[src/rtl/dir_pkg.sv]
package dir_pkg;
  typedef enum logic [1:0] {
    DS_UNCACHED = 2'd0,
    DS_SHARED   = 2'd1,
    DS_EXCL     = 2'd2
  } dstate_e;

  typedef enum logic [1:0] {
    RQ_READ  = 2'd0,
    RQ_WRITE = 2'd1,
    RQ_WBACK = 2'd2,
    RQ_NONE  = 2'd3
  } req_e;

  typedef enum logic [1:0] {
    MS_REPLY     = 2'd0,
    MS_INVAL     = 2'd1,
    MS_FETCH     = 2'd2,
    MS_FETCH_INV = 2'd3
  } msg_e;
endpackage

[src/rtl/dir_store.sv]
module dir_store
  import dir_pkg::*;
#(
  parameter int NODES = 4,
  parameter int NBLK  = 8,
  localparam int AW   = (NBLK > 1) ? $clog2(NBLK) : 1
) (
  input  logic             clk,
  input  logic             rst_n,
  input  logic [AW-1:0]    rd_addr,
  output dstate_e          rd_state,
  output logic [NODES-1:0] rd_sharers,
  input  logic             wr_en,
  input  logic [AW-1:0]    wr_addr,
  input  dstate_e          wr_state,
  input  logic [NODES-1:0] wr_sharers
);
  dstate_e          st_q [NBLK];
  logic [NODES-1:0] sh_q [NBLK];

  for (genvar g = 0; g < NBLK; g++) begin : g_entry
    always_ff @(posedge clk) begin
      if (!rst_n) begin
        st_q[g] <= DS_UNCACHED;
        sh_q[g] <= '0;
      end else if (wr_en && (wr_addr == AW'(g))) begin
        st_q[g] <= wr_state;
        sh_q[g] <= wr_sharers;
      end
    end
  end

  always_comb begin
    rd_state   = DS_UNCACHED;
    rd_sharers = '0;
    for (int i = 0; i < NBLK; i++) begin
      if (rd_addr == AW'(i)) begin
        rd_state   = st_q[i];
        rd_sharers = sh_q[i];
      end
    end
  end
endmodule

[src/rtl/dir_next.sv]
module dir_next
  import dir_pkg::*;
#(
  parameter int NODES = 4,
  localparam int NW   = (NODES > 1) ? $clog2(NODES) : 1
) (
  input  logic [1:0]       kind,
  input  logic [NW-1:0]    node,
  input  dstate_e          cur_state,
  input  logic [NODES-1:0] cur_sharers,
  output logic             upd_en,
  output dstate_e          nxt_state,
  output logic [NODES-1:0] nxt_sharers,
  output logic [NODES-1:0] inv_mask,
  output logic             fwd_en,
  output msg_e             fwd_kind,
  output logic [NW-1:0]    fwd_node,
  output logic             reply_en
);
  function automatic logic [NODES-1:0] node_bit(input logic [NW-1:0] n);
    return NODES'(1) << n;
  endfunction

  function automatic logic [NW-1:0] lowest_node(input logic [NODES-1:0] m);
    logic [NW-1:0] r;
    r = '0;
    for (int i = NODES - 1; i >= 0; i--)
      if (m[i]) r = NW'(i);
    return r;
  endfunction

  logic [NODES-1:0] self_bit;
  logic [NW-1:0]    owner;
  logic             owner_is_self;

  assign self_bit      = node_bit(node);
  assign owner         = lowest_node(cur_sharers);
  assign owner_is_self = (owner == node);

  always_comb begin
    upd_en      = 1'b0;
    nxt_state   = cur_state;
    nxt_sharers = cur_sharers;
    inv_mask    = '0;
    fwd_en      = 1'b0;
    fwd_kind    = MS_FETCH;
    fwd_node    = owner;
    reply_en    = 1'b0;
    case (kind)
      RQ_READ: begin
        upd_en      = 1'b1;
        reply_en    = 1'b1;
        nxt_state   = DS_SHARED;
        nxt_sharers = (cur_state == DS_UNCACHED) ? self_bit : (cur_sharers | self_bit);
        if (cur_state == DS_EXCL && !owner_is_self) begin
          fwd_en   = 1'b1;
          fwd_kind = MS_FETCH;
        end
      end
      RQ_WRITE: begin
        upd_en      = 1'b1;
        reply_en    = 1'b1;
        nxt_state   = DS_EXCL;
        nxt_sharers = self_bit;
        if (cur_state != DS_EXCL) begin
          inv_mask = cur_sharers & ~self_bit;
        end else if (!owner_is_self) begin
          fwd_en   = 1'b1;
          fwd_kind = MS_FETCH_INV;
        end
      end
      RQ_WBACK: begin
        if (cur_state == DS_EXCL && cur_sharers == self_bit) begin
          upd_en      = 1'b1;
          nxt_state   = DS_UNCACHED;
          nxt_sharers = '0;
        end
      end
      default: ;
    endcase
  end
endmodule

[src/rtl/dir_sequencer.sv]
module dir_sequencer
  import dir_pkg::*;
#(
  parameter int NODES = 4,
  parameter int NBLK  = 8,
  localparam int NW   = (NODES > 1) ? $clog2(NODES) : 1,
  localparam int AW   = (NBLK > 1) ? $clog2(NBLK) : 1
) (
  input  logic             clk,
  input  logic             rst_n,
  input  logic             load,
  input  logic [NODES-1:0] ld_inv,
  input  logic             ld_fwd,
  input  msg_e             ld_fwd_kind,
  input  logic [NW-1:0]    ld_fwd_node,
  input  logic             ld_reply,
  input  logic [NW-1:0]    ld_node,
  input  logic [AW-1:0]    ld_addr,
  output logic             busy,
  output logic [NW-1:0]    cur_node,
  output logic             out_valid,
  output msg_e             out_kind,
  output logic [NW-1:0]    out_node,
  output logic [AW-1:0]    out_addr
);
  function automatic logic [NW-1:0] lowest_node(input logic [NODES-1:0] m);
    logic [NW-1:0] r;
    r = '0;
    for (int i = NODES - 1; i >= 0; i--)
      if (m[i]) r = NW'(i);
    return r;
  endfunction

  logic [NODES-1:0] inv_q;
  logic             fwd_q, reply_q;
  msg_e             fwd_kind_q;
  logic [NW-1:0]    fwd_node_q, node_q;
  logic [AW-1:0]    addr_q;
  logic [NODES-1:0] inv_clr;
  logic             fwd_take, reply_take;

  always_comb begin
    out_valid  = 1'b0;
    out_kind   = MS_REPLY;
    out_node   = node_q;
    inv_clr    = '0;
    fwd_take   = 1'b0;
    reply_take = 1'b0;
    if (|inv_q) begin
      out_valid = 1'b1;
      out_kind  = MS_INVAL;
      out_node  = lowest_node(inv_q);
      inv_clr   = NODES'(1) << out_node;
    end else if (fwd_q) begin
      out_valid = 1'b1;
      out_kind  = fwd_kind_q;
      out_node  = fwd_node_q;
      fwd_take  = 1'b1;
    end else if (reply_q) begin
      out_valid  = 1'b1;
      reply_take = 1'b1;
    end
  end

  assign busy     = (|inv_q) | fwd_q | reply_q;
  assign out_addr = addr_q;
  assign cur_node = node_q;

  always_ff @(posedge clk) begin
    if (!rst_n) begin
      inv_q      <= '0;
      fwd_q      <= 1'b0;
      reply_q    <= 1'b0;
      fwd_kind_q <= MS_FETCH;
      fwd_node_q <= '0;
      node_q     <= '0;
      addr_q     <= '0;
    end else if (load) begin
      inv_q      <= ld_inv;
      fwd_q      <= ld_fwd;
      reply_q    <= ld_reply;
      fwd_kind_q <= ld_fwd_kind;
      fwd_node_q <= ld_fwd_node;
      node_q     <= ld_node;
      addr_q     <= ld_addr;
    end else begin
      inv_q <= inv_q & ~inv_clr;
      if (fwd_take)   fwd_q   <= 1'b0;
      if (reply_take) reply_q <= 1'b0;
    end
  end
endmodule

[src/rtl/dir_home_ctrl.sv]
module dir_home_ctrl
  import dir_pkg::*;
#(
  parameter int NODES = 4,
  parameter int NBLK  = 8,
  localparam int NW   = (NODES > 1) ? $clog2(NODES) : 1,
  localparam int AW   = (NBLK > 1) ? $clog2(NBLK) : 1
) (
  input  logic          clk,
  input  logic          rst_n,
  input  logic          req_valid,
  input  logic [1:0]    req_kind,
  input  logic [NW-1:0] req_node,
  input  logic [AW-1:0] req_addr,
  output logic          req_ready,
  output logic          msg_valid,
  output logic [1:0]    msg_kind,
  output logic [NW-1:0] msg_node,
  output logic [AW-1:0] msg_addr
);
  dstate_e          rd_state, nxt_state;
  logic [NODES-1:0] rd_sharers, nxt_sharers, inv_mask;
  logic             upd_en, fwd_en, reply_en;
  msg_e             fwd_kind, out_kind;
  logic [NW-1:0]    fwd_node, cur_node;
  logic             busy, accept, dir_write;

  assign req_ready = !busy;
  assign accept    = req_valid && req_ready;
  assign dir_write = accept && upd_en;

  dir_store #(.NODES(NODES), .NBLK(NBLK)) u_store (
    .clk(clk), .rst_n(rst_n),
    .rd_addr(req_addr), .rd_state(rd_state), .rd_sharers(rd_sharers),
    .wr_en(dir_write), .wr_addr(req_addr),
    .wr_state(nxt_state), .wr_sharers(nxt_sharers)
  );

  dir_next #(.NODES(NODES)) u_next (
    .kind(req_kind), .node(req_node),
    .cur_state(rd_state), .cur_sharers(rd_sharers),
    .upd_en(upd_en), .nxt_state(nxt_state), .nxt_sharers(nxt_sharers),
    .inv_mask(inv_mask), .fwd_en(fwd_en), .fwd_kind(fwd_kind),
    .fwd_node(fwd_node), .reply_en(reply_en)
  );

  dir_sequencer #(.NODES(NODES), .NBLK(NBLK)) u_seq (
    .clk(clk), .rst_n(rst_n), .load(accept),
    .ld_inv(inv_mask), .ld_fwd(fwd_en), .ld_fwd_kind(fwd_kind),
    .ld_fwd_node(fwd_node), .ld_reply(reply_en),
    .ld_node(req_node), .ld_addr(req_addr),
    .busy(busy), .cur_node(cur_node),
    .out_valid(msg_valid), .out_kind(out_kind),
    .out_node(msg_node), .out_addr(msg_addr)
  );

  assign msg_kind = out_kind;
endmodule

[config.mk]
export PLATFORM = sky130hd
export DESIGN_NAME = dir_home_ctrl
export DESIGN_NICKNAME = d
export VERILOG_FILES = /design/src/rtl/dir_pkg.sv /design/src/rtl/dir_store.sv /design/src/rtl/dir_next.sv /design/src/rtl/dir_sequencer.sv /design/src/rtl/dir_home_ctrl.sv
export SDC_FILE = /design/constraint.sdc
export NUM_CORES = 1
export LEC_CHECK = 0
export ABC_AREA = 1
export ABC_CLOCK_PERIOD_IN_PS = 7000
export BUFFER_PORTS_ARGS = -buffer_cell sky130_fd_sc_hd__buf_2
export CORE_UTILIZATION = 65
export DETAILED_ROUTE_END_ITERATION = 8
export PLACE_DENSITY = 0.84
export SYNTH_ARGS = -nofsm -noshare
export SYNTH_HDL_FRONTEND = slang
export SYNTH_SLANG_ARGS = --single-unit
[constraint.sdc]
create_clock -name clk -period 7 [get_ports clk]
set_input_delay 0.35 -clock clk [delete_from_list [all_inputs] [get_ports clk]]
set_output_delay 0.35 -clock clk [all_outputs]
set_load 0.005 [all_outputs]
After elaboration in Yosys (flattened, before gate mapping)
Memories as Yosys holds them, arrays and structs flattened.
Index checks and enable logic that the tools add are counted.
{"block": "op_classes", "eq_ne": 13, "shift": 2, "mux": 100, "bitwise": 23, "n_reduce_logical": 21}
{"cell": "two-way mux 4 bit", "count": 22}
{"cell": "two-way mux 2 bit", "count": 32}
{"cell": "two-way mux 1 bit", "count": 42}
{"cell": "bitwise OR 1 bit", "count": 18}
{"cell": "== test 3 bit (second input constant)", "count": 4}
{"cell": "logical AND 1 bit", "count": 12}
{"cell": "one-hot mux 4 bit (3 select lines)", "count": 1}
{"cell": "bitwise AND 4 bit", "count": 2}
{"cell": "inverter 4 bit", "count": 2}
{"cell": "left shift 1 x 2 -> 4 bit (first input constant)", "count": 2}
{"cell": "== test 3 x 2 -> 1 bit (second input constant)", "count": 2}
{"cell": "one-hot mux 2 bit (3 select lines)", "count": 1}
{"cell": "== test 2 bit (second input constant)", "count": 2}
{"cell": "== test 4 bit", "count": 1}
{"cell": "zero test 2 bit", "count": 2}
{"cell": "bitwise OR 4 bit", "count": 1}
{"cell": "one-hot mux 1 bit (2 select lines)", "count": 2}
{"cell": "nonzero test 2 bit", "count": 2}
{"cell": "OR reduction 4 bit", "count": 1}
{"cell": "== test 3 x 1 -> 1 bit (second input constant)", "count": 1}
{"cell": "zero test 3 bit", "count": 1}
{"cell": "== test 2 x 1 -> 1 bit (second input constant)", "count": 1}
{"cell": "== test 2 bit", "count": 1}
{"cell": "zero test 1 bit", "count": 2}
{"cell": "other kinds (2)", "count": 2}
{"block": "totals", "regBits": 15, "ram_bits": 48, "input_bits": 10, "output_inout_bits": 9, "memories": 2}
{"memory": "u_store.sh_q", "words": 8, "word_bits": 4, "read_ports": 8, "rd_ports_with_merged_regs": 0, "write_ports": 8, "line": "dir_store.sv:19", "source": "logic [NODES-1:0] sh_q [NBLK];"}
{"memory": "u_store.st_q", "words": 8, "word_bits": 2, "read_ports": 8, "rd_ports_with_merged_regs": 0, "write_ports": 8, "line": "dir_store.sv:18", "source": "dstate_e st_q [NBLK];"}

Logic depth before layout (Yosys ltp)
{"block": "logic_depth", "ltp_word": 19, "depth_mapped": 16}

By module
Synthesis repeated with hierarchy kept, for this count alone.
{"block": "unflattened", "hier_cells": 405, "area_unflattened_um2": 3373.2}
{"module": "dir_store", "instances": 1, "cells_per_inst": 222, "area_per_inst_um2": 2244.7}
{"module": "dir_sequencer", "instances": 1, "cells_per_inst": 96, "area_per_inst_um2": 650.6}
{"module": "dir_next", "instances": 1, "cells_per_inst": 82, "area_per_inst_um2": 454.2}
{"module": "dir_home_ctrl", "instances": 1, "cells_per_inst": 5, "area_per_inst_um2": 23.8}

Least setup slack after synthesis
No wires, ideal clock.
{"block": "synth_path", "kind": "input-to-reg", "from": "input port req_addr[0]", "to": "memory u_store.sh_q[3][0], in the netlist u_store.sh_q[0][12], enable pin", "setup_time_ps": 377, "t_arrival_ps": 2954, "t_required_ps": 6623, "setup_slack_ps": 3669, "cell_stages": 16, "n_path_buf": 2, "path_cell_list": "buf_4 -> inv_2 -> nor3_4 -> nand2_1 -> nand3_1 -> nor2_1 -> nand4_1 -> nor2_1 -> ha_1 -> nor3_1 -> nor3b_1 -> nand3_4 -> nand2_4 -> buf_12 -> nand2_1 -> o21ai_0"}
{"element": "start: declaration", "line": "dir_home_ctrl.sv:14", "source": "input logic [AW-1:0] req_addr,"}
{"element": "end: declaration", "line": "dir_store.sv:19"}

==> flow_metrics.env <==
export IMPL_drt_first_iter_violations=333
export IMPL_synth_fp_nets=393
export IMPL_gpl_final_weighted_congestion=0.897
export IMPL_whs_path_depth=3
export IMPL_antenna_left=0
export IMPL_setup_viol=0
export IMPL_floorplan_initialDensity_pct=69.2
export IMPL_rows=25
export IMPL_num_antenna_cells=0
export IMPL_synth_cells=376
export IMPL_crit_path_end_kind="register"
export IMPL_numClockSinks=62
export IMPL_globalRouteOverflowTotal=0
export IMPL_total_length_of_routed_wires_mm=8.08
export IMPL_min_period_ns=3.79
export IMPL_power_per_cell_area_nw_per_um2=230
export IMPL_worstHoldStart="req_kind[0]"
export IMPL_finClkSkew_ns=0.0132
export IMPL_place_port_buffers=18
export IMPL_global_route_usage_total_pct=32.6
export IMPL_slew_violations=0
export IMPL_design_die_area_sq_um=5450
export IMPL_synth_edf_count=48
export IMPL_clockRootBuffer="sky130_fd_sc_hd__clkbuf_8"
export IMPL_ioPinCount=19
export IMPL_die_width_um=73.8
export IMPL_first_pass_iters=6
export IMPL_postSynth_topFlopCell="sky130_fd_sc_hd__edfxtp_1"
export IMPL_grt_antenna_before_repair=0
export IMPL_synth_async_sr_flop_share_pct=0
export IMPL_crit_reg2reg_launch="u_store.sh_q[0][8]$_SDFFCE_PN0P_"
export IMPL_synthesis_area_sq_um=3350
export IMPL_rsz_0062_raised_after_global_routing="no"
export IMPL_place_detailed_hpwl_mm=5.67
export IMPL_worst_setup_path_type="in2reg"
export IMPL_power_leakage_nw=1.47
export IMPL_final_cell_mix="sky130_fd_sc_hd__nand2_1, sky130_fd_sc_hd__nor2_1, sky130_fd_sc_hd__edfxtp_1"
export IMPL_route_detailed_drc=0
export IMPL_synth_seq_area_share_pct=51.3
export IMPL_reg2reg_setup_slack_ns=3.36
export IMPL_count_of_unique_library_cells_instantiated_by_yosys=32
export IMPL_most_common_cell_after_layout_fill_and_taps_aside="sky130_fd_sc_hd__nand2_1"
export IMPL_timing_hold_worst_endpoint="u_seq.fwd_kind_q[0]$_SDFFE_PN0P_"
export IMPL_synth_area_per_cell_sq_um=8.92
export IMPL_placedCellCount=450
export IMPL_maximum_number_of_pins_on_one_net_before_global_route_repair=28
export IMPL_timing_reg2reg_worst_path_depth=12
export IMPL_htreeDepth=3
export IMPL_relSlewSlack_pct=42.1
export IMPL_syn_to_final_growth_pct=8.43
export IMPL_num_nets_final=411
export IMPL_layout_cell_area_non_filler_sq_um=3640
export IMPL_drive_above_1_share_pct=12.5
export IMPL_wire_length_of_the_first_global_routing_pass_mm=12.5
export IMPL_via_count_normalized_by_instance_count=6.14
export IMPL_crit_path_start_kind="primary input"
export IMPL_finalCritPeriodShare_pct=54.2
export IMPL_cts_hold_buffers=0
export IMPL_clk_insertion_delay_late_ns=0.35
export IMPL_drv_cap=0
export IMPL_wl_per_cell_um=17.3
export IMPL_fin_total_pwr_w=0.000837
export IMPL_cts_setup_buffers=0
export IMPL_final_cells=466
export IMPL_dpl_cell_area_sq_um=3460
export IMPL_timing_critical_path_fanout_max=14
export IMPL_run_status="completed"
export IMPL_clock_path_buffers=2
export IMPL_final_hold_worst_slack_ns=0.328
export IMPL_placeableCoreArea_sq_um=4850
export IMPL_critical_path_reg2reg_endpoint="u_store.sh_q[0][12]$_SDFFCE_PN0P_"
export IMPL_post_cts_resized=0
export IMPL_count_of_state_elements_after_synthesis=62
export IMPL_tritoncts_buffers=9
export IMPL_finalHoldViolations=0
export IMPL_die_boundary_height_um=73.8
export IMPL_vdd_ir_drop_max_mv=0.166
export IMPL_vias=2862
export IMPL_setup_tns_final_ns=0
export IMPL_worst_hold_path_type="in2reg"
export IMPL_number_of_global_route_vias_before_repair=2581
export IMPL_worstPathArrival_ns=3.76
export IMPL_yosys_warnings=0
export IMPL_timing_fmax_ghz=0.264
export IMPL_worstPathRequired_ns=6.96
export IMPL_cts_clk_pin_slew_worst_paths_ns=0.06
export IMPL_cts_tree="yes"
export IMPL_timing_worst_slew_pin_value_ns=0.859
## per-layer routing
layer	GRT usage, %	share of wire, %
met1	41.8	40
met5	0	0
met2	50.5	47
met3	8.09	9.2
met4	18.2	3.9
## cells by family (layout without fill, tap and decap cells)
| kind of cell | count (synthesis) | in the layout | synth area share (%) |
|---|---|---|---|
| simple gates | 196 | 196 | 29.6 |
| flops | 62 | 62 | 51.3 |
| fa+ha+maj | 7 | 7 | 2.61 |
| buf+inv | 47 | 70 | 6.15 |
| compound gates | 64 | 64 | 10.3 |
## report_power, final
group | internal (W) | switching (W)
combinational | 0.0000301 | 0.0000903
clock | 0.000160 | 0.000138
sequential | 0.000412 | 0.00000628
total | 0.000602 | 0.000235
## stage by stage
stage	utilization, %	setup slack [ns]
2_1_floorplan	-	3.67
3_3_place_gp	71.3	3.06
3_5_place_dp	71.3	3.00
4_1_cts	75.0	3.25
5_1_grt	75.0	2.84
6_report	75.0	3.21
## flip-flops by register name (all words and copies together) (netlist names)
signal	cells
u_seq.out_addr	3
u_seq.fwd_kind_q	1
u_seq.inv_q	4
u_seq.fwd_node_q	2
u_store.sh_q	32
u_seq.reply_q	1
u_seq.cur_node	2
u_store.st_q	16
u_seq.fwd_q	1
## how the worst max path moves through the flow
| stage | to | cells after the start | startpoint |
|---|---|---|---|
| final | u_store.sh_q[0][12]$_SDFFCE_PN0P_ | 14 | req_addr[0] |
| after global routing | u_store.st_q[1][6]$_SDFFCE_PN0P_ | 14 | req_addr[2] |
| after CTS | u_store.sh_q[1][0]$_SDFFCE_PN0P_ | 14 | req_addr[0] |
| after detailed placement | u_store.sh_q[1][1]$_SDFFCE_PN0P_ | 14 | req_addr[0] |
| after global placement | u_store.st_q[1][0]$_SDFFCE_PN0P_ | 14 | req_addr[0] |
| after floorplan | u_store.sh_q[0][12]$_SDFFCE_PN0P_ | 16 | req_addr[0] |
## area by class of cell
| cell class | instances | area, sq um |
|---|---|---|
| clock buffers | 10 | 128 |
| well taps | 67 | 83.8 |
| flip-flops and latches | 62 | 1720 |
| fillers | 364 | 1210 |
| inverters | 36 | 135 |
| clock inverters | 6 | 52.6 |
| multi-input cells | 267 | 1430 |
| repair buffers | 18 | 90.1 |
## cell usage after synthesis (2+ instances only)
cell type	n	area share, %
sky130_fd_sc_hd__edfxtp_1	48	43
sky130_fd_sc_hd__nand3_1	25	3.7
sky130_fd_sc_hd__nand2_1	78	8.7
sky130_fd_sc_hd__nor3_4	4	1.9
sky130_fd_sc_hd__nor2_1	56	6.3
sky130_fd_sc_hd__o21ai_2	2	0.52
sky130_fd_sc_hd__o21ai_0	13	1.9
sky130_fd_sc_hd__a21oi_1	44	6.6
sky130_fd_sc_hd__ha_1	7	2.6
sky130_fd_sc_hd__clkbuf_1	4	0.45
sky130_fd_sc_hd__nand4_4	5	3.2
sky130_fd_sc_hd__clkinv_1	2	0.22
sky130_fd_sc_hd__nor2_2	2	0.37
sky130_fd_sc_hd__nor3_1	4	0.60
sky130_fd_sc_hd__inv_1	30	3.4
sky130_fd_sc_hd__dfxtp_1	14	8.4
sky130_fd_sc_hd__buf_4	3	0.67
sky130_fd_sc_hd__nand4_1	17	3.2
sky130_fd_sc_hd__inv_2	4	0.45
sky130_fd_sc_hd__buf_2	2	0.30
## critical path, stage by stage
cell and delay (ns):
sky130_fd_sc_hd__buf_2 0.16, sky130_fd_sc_hd__nor3_1 0.57, sky130_fd_sc_hd__nand2_1 0.14, sky130_fd_sc_hd__nand3_1 0.15, sky130_fd_sc_hd__nor2_1 0.07, sky130_fd_sc_hd__nand4_1 0.09
sky130_fd_sc_hd__nor2_1 0.11, sky130_fd_sc_hd__ha_1 0.31, sky130_fd_sc_hd__nor3_1 0.18, sky130_fd_sc_hd__nor3b_1 0.35, sky130_fd_sc_hd__nand3_4 0.15, sky130_fd_sc_hd__nand2_4 0.22
sky130_fd_sc_hd__nand2_1 0.17, sky130_fd_sc_hd__o21ai_0 0.73
No activity file was read; power rests on OpenSTA's default activity.
